===== config.mk =====
export PLATFORM = sky130hd
export DESIGN_NAME = spw_char_tx
export DESIGN_NICKNAME = d
export VERILOG_FILES = /design/src/rtl/spw_tx_pkg.sv /design/src/rtl/spw_tx_format.sv /design/src/rtl/spw_tx_shifter.sv /design/src/rtl/spw_tx_ds_enc.sv /design/src/rtl/spw_char_tx.sv
export SDC_FILE = /design/constraint.sdc
export NUM_CORES = 1
export LEC_CHECK = 0
export BUFFER_PORTS_ARGS = -buffer_cell sky130_fd_sc_hd__buf_2
export CORE_MARGIN = 1
export CORE_UTILIZATION = 54
export DETAILED_ROUTE_END_ITERATION = 16
export PLACE_DENSITY = 0.79
export RECOVER_POWER = 100
export SYNTH_ARGS = -nofsm -noshare
export SYNTH_HDL_FRONTEND = slang
export SYNTH_HIERARCHICAL = 1
export SYNTH_SLANG_ARGS = --single-unit

===== constraint.sdc =====
create_clock -name clk -period 2.8 [get_ports clk]
set_clock_uncertainty 0.15 [all_clocks]
set_input_delay 0.56 -clock clk [delete_from_list [all_inputs] [get_ports clk]]
set_output_delay 0.56 -clock clk [all_outputs]
set_load 0.05 [all_outputs]

===== src/rtl/spw_tx_pkg.sv =====
package spw_tx_pkg;
  parameter int unsigned DATA_W = 8;
  localparam int unsigned DCHAR_LEN = DATA_W + 2;
  localparam int unsigned CCHAR_LEN = 4;
  localparam int unsigned SLOT_MAX  = CCHAR_LEN + DCHAR_LEN;
  localparam int unsigned LEN_W     = $clog2(SLOT_MAX + 1);

  // Two code bits, left bit goes on the line first.
  typedef logic [1:0] ccode_t;
  localparam ccode_t CODE_FCT = 2'b00;
  localparam ccode_t CODE_EOP = 2'b01;
  localparam ccode_t CODE_EEP = 2'b10;
  localparam ccode_t CODE_ESC = 2'b11;

  typedef enum logic [1:0] {PICK_NULL, PICK_TIME, PICK_FCT, PICK_NCHAR} pick_e;

  // Vectors are stored with bit 0 being the first bit on the line.
  function automatic logic [CCHAR_LEN-1:0] ctrl_vec(input ccode_t code, input logic par);
    return {code[0], code[1], 1'b1, par};
  endfunction

  function automatic logic [DCHAR_LEN-1:0] data_vec(input logic [DATA_W-1:0] v, input logic par);
    return {v, 1'b0, par};
  endfunction
endpackage


===== src/rtl/spw_tx_format.sv =====
module spw_tx_format import spw_tx_pkg::*; (
  input  logic                tc_req,
  input  logic [DATA_W-1:0]   tc_val,
  input  logic                fct_req,
  input  logic                nc_req,
  input  logic [DATA_W:0]     nc_val,
  input  logic                hist,
  output pick_e               pick,
  output logic [SLOT_MAX-1:0] slot,
  output logic [LEN_W-1:0]    slot_len,
  output logic                slot_hist
);
  // hist is the xor of the previous character's data/code bits.
  // Parity = ~(hist ^ flag) gives an odd count over the window.
  always_comb begin
    pick      = PICK_NULL;
    slot      = '0;
    slot_len  = LEN_W'(2 * CCHAR_LEN);
    slot_hist = 1'b0;
    if (tc_req) begin
      pick      = PICK_TIME;
      // ESC bits xor to 0, data flag 0: parity of the data char is 1
      slot      = SLOT_MAX'({data_vec(tc_val, 1'b1), ctrl_vec(CODE_ESC, hist)});
      slot_len  = LEN_W'(SLOT_MAX);
      slot_hist = ^tc_val;
    end else if (fct_req) begin
      pick      = PICK_FCT;
      slot      = SLOT_MAX'(ctrl_vec(CODE_FCT, hist));
      slot_len  = LEN_W'(CCHAR_LEN);
      slot_hist = 1'b0;
    end else if (nc_req) begin
      pick = PICK_NCHAR;
      if (nc_val[DATA_W]) begin
        slot      = SLOT_MAX'(ctrl_vec(nc_val[0] ? CODE_EEP : CODE_EOP, hist));
        slot_len  = LEN_W'(CCHAR_LEN);
        slot_hist = 1'b1;
      end else begin
        slot      = SLOT_MAX'(data_vec(nc_val[DATA_W-1:0], ~hist));
        slot_len  = LEN_W'(DCHAR_LEN);
        slot_hist = ^nc_val[DATA_W-1:0];
      end
    end else begin
      // NULL: ESC then FCT; FCT after ESC has parity 0
      slot      = SLOT_MAX'({ctrl_vec(CODE_FCT, 1'b0), ctrl_vec(CODE_ESC, hist)});
      slot_len  = LEN_W'(2 * CCHAR_LEN);
      slot_hist = 1'b0;
    end
  end
endmodule


===== src/rtl/spw_tx_shifter.sv =====
module spw_tx_shifter import spw_tx_pkg::*; #(
  parameter int unsigned BIT_CYC = 2
) (
  input  logic                clk,
  input  logic                rst,
  input  logic                en,
  input  pick_e               pick,
  input  logic [SLOT_MAX-1:0] slot,
  input  logic [LEN_W-1:0]    slot_len,
  input  logic                slot_hist,
  output logic                hist,
  output logic                bit_val,
  output logic                bit_stb,
  output logic                ack_tc,
  output logic                ack_fct,
  output logic                ack_nc
);
  localparam int unsigned DIV_W = (BIT_CYC > 1) ? $clog2(BIT_CYC) : 1;

  logic [DIV_W-1:0]    div_q;
  logic [SLOT_MAX-1:0] sh_q;
  logic [LEN_W-1:0]    rem_q;
  logic                boundary;

  assign boundary = (rem_q == '0);
  assign bit_stb  = en && (div_q == DIV_W'(BIT_CYC - 1));
  assign bit_val  = boundary ? slot[0] : sh_q[0];

  always_ff @(posedge clk) begin
    if (rst || !en) begin
      div_q   <= '0;
      sh_q    <= '0;
      rem_q   <= '0;
      hist    <= 1'b0;
      ack_tc  <= 1'b0;
      ack_fct <= 1'b0;
      ack_nc  <= 1'b0;
    end else begin
      ack_tc  <= 1'b0;
      ack_fct <= 1'b0;
      ack_nc  <= 1'b0;
      div_q   <= bit_stb ? '0 : div_q + DIV_W'(1);
      if (bit_stb) begin
        if (boundary) begin
          sh_q    <= slot >> 1;
          rem_q   <= slot_len - LEN_W'(1);
          hist    <= slot_hist;
          ack_tc  <= (pick == PICK_TIME);
          ack_fct <= (pick == PICK_FCT);
          ack_nc  <= (pick == PICK_NCHAR);
        end else begin
          sh_q  <= sh_q >> 1;
          rem_q <= rem_q - LEN_W'(1);
        end
      end
    end
  end
endmodule


===== src/rtl/spw_tx_ds_enc.sv =====
module spw_tx_ds_enc (
  input  logic clk,
  input  logic rst,
  input  logic en,
  input  logic bit_stb,
  input  logic bit_val,
  output logic tx_d,
  output logic tx_s
);
  always_ff @(posedge clk) begin
    if (rst || !en) begin
      tx_d <= 1'b0;
      tx_s <= 1'b0;
    end else if (bit_stb) begin
      tx_d <= bit_val;
      if (bit_val == tx_d) tx_s <= ~tx_s;
    end
  end
endmodule


===== src/rtl/spw_char_tx.sv =====
module spw_char_tx import spw_tx_pkg::*; #(
  parameter int unsigned BIT_CYC = 2
) (
  input  logic              clk,
  input  logic              rst,
  input  logic              en,
  input  logic              tc_req,
  input  logic [DATA_W-1:0] tc_val,
  input  logic              fct_req,
  input  logic              nc_req,
  input  logic [DATA_W:0]   nc_val,
  output logic              tc_ack,
  output logic              fct_ack,
  output logic              nc_ack,
  output logic              tx_d,
  output logic              tx_s
);
  pick_e               pick;
  logic [SLOT_MAX-1:0] slot;
  logic [LEN_W-1:0]    slot_len;
  logic                slot_hist;
  logic                hist;
  logic                bit_val;
  logic                bit_stb;

  spw_tx_format u_format (
    .tc_req(tc_req), .tc_val(tc_val), .fct_req(fct_req), .nc_req(nc_req),
    .nc_val(nc_val), .hist(hist), .pick(pick), .slot(slot),
    .slot_len(slot_len), .slot_hist(slot_hist)
  );

  spw_tx_shifter #(.BIT_CYC(BIT_CYC)) u_shifter (
    .clk(clk), .rst(rst), .en(en), .pick(pick), .slot(slot),
    .slot_len(slot_len), .slot_hist(slot_hist), .hist(hist),
    .bit_val(bit_val), .bit_stb(bit_stb),
    .ack_tc(tc_ack), .ack_fct(fct_ack), .ack_nc(nc_ack)
  );

  spw_tx_ds_enc u_ds (
    .clk(clk), .rst(rst), .en(en), .bit_stb(bit_stb), .bit_val(bit_val),
    .tx_d(tx_d), .tx_s(tx_s)
  );
endmodule


==> flow_summary.ini <==
[worst_setup_path]
regToRegSetupSlack_ns = 0.73
crit_slowest_cell = clkbuf_1
crit_fanout = 17
reg2reg_to = u_ds/tx_s
worstSetupPathDepth = 6
crit_chain = clkbuf_1, nand2_1, clkinv_1, buf_4, a21oi_1, a31o_1
critPathKind = flip-flop to flip-flop
cpPeakStageDelay_ns = 0.52
worstSetupStartpointType = flip-flop
crit_family = buffers and inverters
cp.required_ns = 2.87
reg2reg_from = u_shifter/div_q
cp.arrival_ns = 2.14
r2r_cells = 6
end_kind = flip-flop
crit_buf_inv = 3

[floorplanning]
die_area_mm2 = 0.00280
num_rows = 18
die_w_um = 52.9
core_area_mm2 = 0.00245
pin_count = 28
start_util_pct = 57.0
die_h_um = 52.9

[power]
leakagePower_nw = 0.613
power_density_mw_per_mm2 = 443
vdd_drop_max_mv = 0.329

[sta]
finalHoldViolCount = 0
slew_headroom_pct = 47.4
worst_slew_pin_slew_ns = 0.788
max_freq_mhz = 483
setup_viol = 0
rsz0062_at_grt = false
min_period_ns = 2.07
tns_ns = 0
finalCritPeriodShare_pct = 74.0
finalMaxSlewViolations = 0

[hold_path]
min-delay-start = u_shifter/sh_q[12]
holdCritPathClass = flip-flop to flip-flop
hold_depth = 2
min_to = u_shifter/sh_q[12]

[finish]
final_nets = 228
final_common_cell = nand2_1
area_growth_pct = 12.6
final_cell_mix = 35 x nand2_1, 24 x dfxtp_1, 19 x buf_2, 15 x o21ai_0, 14 x xnor2_1
fin_cells = 233
n_antenna_cell = 0
ff_latch_area_um2 = 480
fill_cells = 217
multiInputGateArea_um2 = 852
fin_area_mm2 = 0.00158
drive_gt1_share_pct = 16.3

[clocking]
cts_tree = built
cts.sinks = 24
clk_latency_ns = 0.31
cts_root_buf = clkbuf_4
htreeDepth = 1
cts_setup_buffers = 0
cts_hold_buf = 0
clkTransAtPathRegs_ns = 0.13
cts_buffers = 3
cts_buffer_depth = 2
cts.repair.resized = 0

[placement]
io_buffers = 27
placed_area_mm2 = 0.00157
dp.cells = 229
place_congestion = 0.834
place_hpwl_um = 2380

[yosys]
yosys_most_used_dff = dfxtp_1
yosys_register_bits = 24
ys_seq_area_share_pct = 34.3
synth_nets = 200
avgSynthCellArea_um2 = 7.96
synthArstFlopShare_pct = 0
synth_edf_count = 0
synth_cells = 176
syn_area_mm2 = 0.00140
ys_types = 39
ys_warn_count = 6

[grt]
grt_pass1_wl_um = 5420
grt.total_usage_pct = 26.6
grt.overflow.total = 0
met2_usage_pct = 47.5
grtUsageMet1_pct = 31.1
met3_usage_pct = 3.45
grt_most_used_layer = met2
grt_pass1_vias = 1253
antenna_found_initial = 0
grt_max_degree = 19

[route]
vias = 1327
routed_wl_um = 3290
wl_per_cell_um = 14.1
drtIter0Drc = 56
drcViolationCount = 0
drtAntennaViolNets = 0
dr.pass1.iters = 5
routed_via_density = 5.70

[run_status]
status = finished clean

[run]
maxCapViolCount = 0
final cells by class:
| class | count | area share, % |
|---|---|---|
| multi-input combinational | 139 | 54.0 |
| sequential | 24 | 30.5 |
| timing repair buffer | 31 | 9.60 |
| tap | 30 | 2.38 |
| clock buffer | 4 | 2.30 |
| inverter | 5 | 1.19 |
synthesized netlist by cell type, types with 2 or more instances:
cell type,instances,area [um2]
xnor2_1,14,123
inv_1,4,15.0
buf_2,3,15.0
nor4b_1,2,17.5
nand3_1,2,10.0
mux2i_1,2,20.0
nand2_1,35,131
a31oi_1,13,81.3
or2_2,3,18.8
and2_1,5,31.3
nand2b_1,5,31.3
o21ai_0,15,75.1
xor2_1,3,26.3
a21oi_1,8,40.0
nor3b_1,2,15.0
clkbuf_1,4,15.0
dfxtp_1,24,480
nor2_1,8,30.0
a22o_1,4,35.0
registers in the layout, indices dropped and copies added (netlist names):
signal and count:
u_ds/tx_d 1, u_ds/tx_s 1, u_shifter/ack_fct 1, u_shifter/ack_nc 1
u_shifter/ack_tc 1, u_shifter/div_q 1, u_shifter/hist 1, u_shifter/rem_q 4
u_shifter/sh_q 13
worst max path at each step:
stage	slack (ns)	end	start
6_report	0.73	u_ds/tx_s	u_shifter/div_q
5_1_grt	0.54	u_ds/tx_d	u_shifter/div_q
4_1_cts	0.76	u_ds/tx_s	u_shifter/rem_q[0]
3_5_place_dp	0.50	u_ds/tx_s	fct_req
3_3_place_gp	0.59	u_ds/tx_s	fct_req
2_1_floorplan	0.78	u_ds/tx_s	u_shifter/rem_q[0]
worst min-delay path, stage by stage, from the launching register on:
cell and delay (ns):
dfxtp_1 0.34, nand2_1 0.06, a21oi_1 0.05
per-layer routing:
| metal | up-vias | share of wire (%) | wire [um] |
|---|---|---|---|
| li1 | 668 | - | - |
| met1 | 619 | 44 | 1440 |
| met2 | 32 | 51 | 1670 |
| met3 | 8 | 3.2 | 106 |
| met4 | 0 | 2.2 | 71 |
| met5 | - | 0 | 0 |
stage by stage:
| step | setup slack [ns] | hold WS (ns) | util (%) | total power, mW |
|---|---|---|---|---|
| floorplan | 0.784 | 0.282 | - | 0.474 |
| global route | 0.542 | 0.338 | 64.2 | 0.731 |
| detailed placement | 0.499 | 0.303 | 63.8 | 0.522 |
| finish | 0.728 | 0.325 | 64.2 | 0.698 |
| CTS | 0.763 | 0.321 | 65.2 | 0.704 |
| global placement | 0.592 | 0.298 | 63.8 | 0.517 |
cells by family (layout without fill, tap and decap cells):
group	count (synthesis)	after routing	synth area share (%)
AOI/OAI and AO/OA	47	47	21.3
xor gates and xnor gates	17	17	10.6
adders and majority gates	1	1	0.894
buffers and inverters	13	40	4.02
DFF	24	24	34.3
muxes	2	2	1.43
other	1	1	0.268
and+or+nand+nor	71	71	27.2
power breakdown:
group          switching [mW]  total (mW)  internal (mW)  leakage [nW]
combinational          0.0888       0.159         0.0697         0.397
clock                   0.104       0.183         0.0793        0.0210
sequential            0.00629       0.357          0.350         0.195
total                   0.199       0.698          0.499         0.613
Note: power is estimated with default switching activity, not from simulation.
